<file path="src/rtl/bus_strobe_pkg.sv">
// Package: shared types for the external bus strobe generator.
// Assumes a 2-bit cycle-kind code supplied by the core.
package bus_strobe_pkg;

    typedef enum logic [1:0] {
        CK_INT_FETCH = 2'b00,
        CK_EXT_FETCH = 2'b01,
        CK_EXT_DATA  = 2'b10,
        CK_TABLE_RD  = 2'b11
    } cyc_kind_e;

    typedef struct packed {
        cyc_kind_e kind;
        logic      ale_off;
        logic      ext_exec;
    } cyc_cfg_t;

endpackage

</file>
<file path="src/rtl/mc_phase_ctr.sv">
// Machine-cycle phase counter. Counts 0..MC_CLKS-1 and captures the
// cycle configuration at the boundary into phase 0.
// Assumes MC_CLKS >= 2; reset parks the counter on the last phase.
module mc_phase_ctr #(
    parameter int MC_CLKS = 12,
    localparam int PH_W   = $clog2(MC_CLKS)
) (
    input  logic                          clk,
    input  logic                          rst_n,
    input  bus_strobe_pkg::cyc_cfg_t      cfg_in,
    output logic [PH_W-1:0]               ph_q,
    output logic [PH_W-1:0]               ph_nxt,
    output bus_strobe_pkg::cyc_cfg_t      cfg_q,
    output bus_strobe_pkg::cyc_cfg_t      cfg_nxt
);
    import bus_strobe_pkg::*;

    localparam logic [PH_W-1:0] PH_LAST = PH_W'(MC_CLKS - 1);
    localparam cyc_cfg_t CFG_RST = '{kind: CK_INT_FETCH, ale_off: 1'b0, ext_exec: 1'b0};

    logic at_last;

    // Next phase and next configuration; sampling happens only at wrap.
    always_comb begin
        at_last = (ph_q == PH_LAST);
        ph_nxt  = at_last ? '0 : ph_q + PH_W'(1);
        cfg_nxt = at_last ? cfg_in : cfg_q;
    end

    // Phase and configuration registers.
    always_ff @(posedge clk) begin
        if (!rst_n) begin
            ph_q  <= PH_LAST;
            cfg_q <= CFG_RST;
        end else begin
            ph_q  <= ph_nxt;
            cfg_q <= cfg_nxt;
        end
    end

endmodule

</file>
<file path="src/rtl/strobe_decode.sv">
// Strobe decoder. Maps a phase and a cycle configuration to the ale,
// psen_n and address-slot levels. Purely combinational.
// Assumes an even MC_CLKS with two equal half-cycles, and ALE_W+1 < MC_CLKS/2.
module strobe_decode #(
    parameter int MC_CLKS = 12,
    parameter int ALE_W   = 2,
    localparam int PH_W   = $clog2(MC_CLKS)
) (
    input  logic [PH_W-1:0]          ph,
    input  bus_strobe_pkg::cyc_cfg_t cfg,
    output logic                     ale,
    output logic                     psen_n,
    output logic                     addr_slot
);
    import bus_strobe_pkg::*;

    localparam int HALF     = MC_CLKS / 2;
    localparam int ADDR_W   = ALE_W + 1;
    localparam int PSEN_OFS = ADDR_W;
    localparam logic [PH_W-1:0] HALF_P   = PH_W'(HALF);
    localparam logic [PH_W-1:0] ALE_END  = PH_W'(ALE_W);
    localparam logic [PH_W-1:0] ADDR_END = PH_W'(ADDR_W);
    localparam logic [PH_W-1:0] PSEN_P   = PH_W'(PSEN_OFS);

    logic            second;
    logic [PH_W-1:0] hp;
    logic            slot_live;
    logic            ale_en;
    logic            code_rd;

    // Decode the half-cycle position and the per-cycle strobe permissions.
    always_comb begin
        second    = (ph >= HALF_P);
        hp        = second ? ph - HALF_P : ph;
        slot_live = !(second && cfg.kind == CK_EXT_DATA);
        ale_en    = cfg.ext_exec || !cfg.ale_off ||
                    cfg.kind == CK_EXT_DATA || cfg.kind == CK_TABLE_RD;
        code_rd   = (cfg.kind == CK_EXT_FETCH) || (cfg.kind == CK_TABLE_RD);
        ale       = slot_live && ale_en && (hp < ALE_END);
        addr_slot = slot_live && (hp < ADDR_END);
        psen_n    = !(code_rd && (hp >= PSEN_P));
    end

endmodule

</file>
<file path="src/rtl/ext_bus_strobe.sv">
// External bus strobe generator (top). Produces ALE, active-low PSEN and
// an address-slot flag for each 12-clock machine cycle.
// Assumes the core holds cycle controls valid at the phase-0 boundary.
// REG_OUT=1 drives the strobes from flops; REG_OUT=0 decodes them directly.
module ext_bus_strobe #(
    parameter int MC_CLKS = 12,
    parameter int ALE_W   = 2,
    parameter bit REG_OUT = 1'b1
) (
    input  logic                         clk,
    input  logic                         rst_n,
    input  logic [1:0]                   cyc_kind,
    input  logic                         ale_off,
    input  logic                         ext_exec,
    output logic                         ale,
    output logic                         psen_n,
    output logic                         addr_slot,
    output logic [$clog2(MC_CLKS)-1:0]   cyc_phase
);
    import bus_strobe_pkg::*;

    localparam int PH_W = $clog2(MC_CLKS);

    cyc_cfg_t        cfg_in;
    cyc_cfg_t        cfg_q;
    cyc_cfg_t        cfg_nxt;
    logic [PH_W-1:0] ph_q;
    logic [PH_W-1:0] ph_nxt;

    // Pack the core controls into one configuration word.
    always_comb begin
        cfg_in.kind     = cyc_kind_e'(cyc_kind);
        cfg_in.ale_off  = ale_off;
        cfg_in.ext_exec = ext_exec;
    end

    mc_phase_ctr #(.MC_CLKS(MC_CLKS)) u_ctr (
        .clk     (clk),
        .rst_n   (rst_n),
        .cfg_in  (cfg_in),
        .ph_q    (ph_q),
        .ph_nxt  (ph_nxt),
        .cfg_q   (cfg_q),
        .cfg_nxt (cfg_nxt)
    );

    assign cyc_phase = ph_q;

    generate
        if (REG_OUT) begin : g_reg
            logic ale_d, psen_n_d, addr_d;

            strobe_decode #(.MC_CLKS(MC_CLKS), .ALE_W(ALE_W)) u_dec (
                .ph        (ph_nxt),
                .cfg       (cfg_nxt),
                .ale       (ale_d),
                .psen_n    (psen_n_d),
                .addr_slot (addr_d)
            );

            // Glitch-free strobe flops, aligned with the phase register.
            always_ff @(posedge clk) begin
                if (!rst_n) begin
                    ale       <= 1'b0;
                    psen_n    <= 1'b1;
                    addr_slot <= 1'b0;
                end else begin
                    ale       <= ale_d;
                    psen_n    <= psen_n_d;
                    addr_slot <= addr_d;
                end
            end
        end else begin : g_comb
            strobe_decode #(.MC_CLKS(MC_CLKS), .ALE_W(ALE_W)) u_dec (
                .ph        (ph_q),
                .cfg       (cfg_q),
                .ale       (ale),
                .psen_n    (psen_n),
                .addr_slot (addr_slot)
            );
        end
    endgenerate

endmodule

</file>
<file path="config.mk">
export PLATFORM = sky130hd
export DESIGN_NAME = ext_bus_strobe
export DESIGN_NICKNAME = d
export VERILOG_FILES = /design/src/rtl/bus_strobe_pkg.sv /design/src/rtl/mc_phase_ctr.sv /design/src/rtl/strobe_decode.sv /design/src/rtl/ext_bus_strobe.sv
export SDC_FILE = /design/constraint.sdc
export NUM_CORES = 1
export LEC_CHECK = 0
export BUFFER_PORTS_ARGS = -buffer_cell sky130_fd_sc_hd__buf_2
export CORE_MARGIN = 2
export CORE_UTILIZATION = 46
export CTS_CLUSTER_SIZE = 10
export DETAILED_ROUTE_END_ITERATION = 10
export PLACE_DENSITY = 0.79
export SETUP_SLACK_MARGIN = 0.1
export SKIP_CTS_REPAIR_TIMING = 1
export SYNTH_ARGS = -nofsm -noshare
export SYNTH_HDL_FRONTEND = slang
export SYNTH_SLANG_ARGS = --single-unit
</file>
<file path="constraint.sdc">
create_clock -name clk -period 2 [get_ports clk]
set_clock_uncertainty 0.15 [all_clocks]
set_input_delay 0.1 -clock clk [delete_from_list [all_inputs] [get_ports clk]]
set_output_delay 0.1 -clock clk [all_outputs]
set_load 0.01 [all_outputs]
</file>
==> run_results.csv <==
group,metric,value,unit
clock_network,cts_tree,"built",
critical_path,end_kind,"flip-flop",
synthesis,avgSynthCellArea,9.06,sq um
sta,worstMarginPinSlew,391,ps
pwr,leakagePower,0.355,nW
sta,fin_ws,251,ps
global_routing,antenna_found_initial,0,
status,outcome,"complete, no violations",
clock_network,clock-sinks,11,
sta,fin_crit_sh,0.874,
sta,rsz0062_at_grt,"no",
place,place_congestion,0.830,
critical_path,cp_data_arrival_time,1750,ps
clock_network,clock_path_buffers,2,
detailed_routing,routed_wl,1280,um
critical_path,crit_fanout,9,
sta,finalHoldViolCount,0,
die,die_y,41.1,um
detailed_routing,antenna_left,0,
die,die_width,41.1,um
clock_network,htree_levels,1,
global_routing,grt_pass1_wl,1780,um
global_routing,grt_max_degree,14,
die,die_area,1690,sq um
synthesis,seq_area_frac_synth,0.347,
pwr,ir_worst_vdd,0.000567,V
pwr,power_density,1020,nW/um^2
detailed_routing,vias,564,
sta,finalSetupViolCount,0,
layout,drive_above_1_share,0.279,
min_path,hold_class,"input port to flip-flop",
global_routing,grt_pass1_vias,422,
global_routing,use_met1,0.218,
clock_network,cts-root-buf,"clkbuf_4",
detailed_routing,wl_per_cell,12.7,um
detailed_routing,drt-initial-drc-count,15,
layout,area_growth_syn_to_layout,19.5,%
global_routing,grt.overflow.total,0,
detailed_routing,drt-pass1-iter-count,4,
die,boundaryPins,13,
clock_network,clkSlewWorstSetupHoldPaths,70,ps
critical_path,cp-start-kind,"flip-flop",
sta,fin_tns_setup,0,ps
die,core,1300,sq um
global_routing,met2_usage,0.258,
layout,n_antenna_cell,0,
synthesis,synthesis.area,634,sq um
critical_path,crit_required,2000,ps
synthesis,syn_nets,78,
detailed_routing,drc,0,
layout,nets,95,
flow_run,maxCapViolations,0,
place,place_ws,189,ps
place,io_buffers,12,
sta,timing.fmax,572,MHz
global_routing,global_route.usage.met3,0.0489,
detailed_routing,viasPerCell,5.58,
die,rows,13,
global_routing,top_usage_layer,"met2",
synthesis,yosysUniqueCellTypes,28,
clock_network,cts_buffers,3,
synthesis,ys_seq_elements,11,
synthesis,ys_warn_count,0,
synthesis,postSynthCellCount,70,
sta,finalMaxSlewViolations,0,
global_routing,track_usage,0.169,
layout,fillers,117,
sta,fin_crit,1750,ps
sta,relSlewSlack,0.739,
critical_path,path_class,"flip-flop to flip-flop",
place,dp.final_hpwl,873,um
clock_network,clk_latency,270,ps
die,initial_utilization,0.487,
-- metal layers --
layer	share of wire	wire (um)
met5	0	0
met4	0.012	16
met3	0.075	96
met2	0.51	657
met1	0.40	513
-- power by group --
part           leakage (nW)  total [W]  internal (W)  switching, W
clock                0.0150   0.000154     0.0000773     0.0000765
combinational         0.250   0.000318      0.000151      0.000167
sequential           0.0908   0.000302      0.000261     0.0000409
-- cell type report --
cell class | instances | area [sq um] | share of cell area
repair buffers | 16 | 97.6 | 0.129
clock buffers | 4 | 26.3 | 0.0347
well taps | 15 | 18.8 | 0.0248
multi-input cells | 50 | 375 | 0.495
flip-flops and latches | 11 | 221 | 0.292
inverters | 5 | 18.8 | 0.0248
-- synth_stat cells (all sizes together) --
cell type / instances / area, sq um
or4b: 1 / 13.8
nand2b: 1 / 6.26
o211ai: 1 / 12.5
nand2: 8 / 30.0
ha: 2 / 25.0
and2b: 1 / 7.51
nand3: 1 / 5.00
inv: 5 / 18.8
nor2b: 2 / 12.5
o22ai: 1 / 6.26
mux2i: 6 / 60.1
nor3: 1 / 10.0
a32oi: 3 / 26.3
or2b: 1 / 7.51
o221ai: 1 / 8.76
nand3b: 2 / 27.5
o31a: 2 / 17.5
a31oi: 2 / 12.5
buf: 4 / 35.0
xnor2: 1 / 8.76
nor2: 9 / 33.8
o21ai: 1 / 5.00
dfxtp: 11 / 220
nor3b: 2 / 15.0
a31o: 1 / 8.76
-- flip-flops by register name, summed over array words and instances, names as in the netlist --
register     count
addr_slot        1
ale              1
psen_n           1
u_ctr.cfg_q      4
u_ctr.ph_q       4
-- critical path, stage by stage, from the launching register on --
cell and delay (ps):
dfxtp_1 470, ha_2 380, xnor2_1 170, a31o_2 260, o211ai_2 140, nor3_2 50
-- layout by cell type (no fill, tap or decap), types with 2 or more instances in the layout --
cell type and count:
a31oi_1 2, a32oi_1 3, buf_2 12, clkbuf_4 3, dfxtp_1 10, dlygate4sd3_1 3
inv_1 5, mux2i_1 6, nand2_1 8, nor2_1 9, nor2b_1 2, nor3b_1 2
o31a_1 2
-- final timing paths --
kind                   from        endpoint  slack [ps]  cells after the start
min             cyc_kind[0]  u_ctr.cfg_q[2]          20                      3
min reg2reg  u_ctr.cfg_q[0]  u_ctr.cfg_q[0]         360                      2
max reg2reg   u_ctr.ph_q[0]             ale         250                      5
max           u_ctr.ph_q[0]             ale         250                      5
-- metrics by stage --
| step | instances | util | power (W) | area [sq um] | hold slack [ps] |
|---|---|---|---|---|---|
| final | 101 | 0.583 | 0.000774 | 758 | 20.5 |
| after global routing | 101 | 0.583 | 0.000828 | 758 | 51.2 |
| after CTS | 98 | 0.547 | 0.000753 | 712 | -113 |
| after detailed placement | 94 | 0.527 | 0.000602 | 686 | 169 |
| after global placement | 94 | 0.527 | 0.000595 | 686 | 169 |
| after floorplan | 70 | - | 0.000539 | 634 | 11.9 |
-- cells by family after synthesis --
family,Yosys count,synth area share
simple gates,29,0.266
compound gates,12,0.154
flops,11,0.347
buf+inv,9,0.0848
mux,6,0.0947
fa+ha+maj,2,0.0394
xor+xnor,1,0.0138
Note: power is estimated with default switching activity, not from simulation.
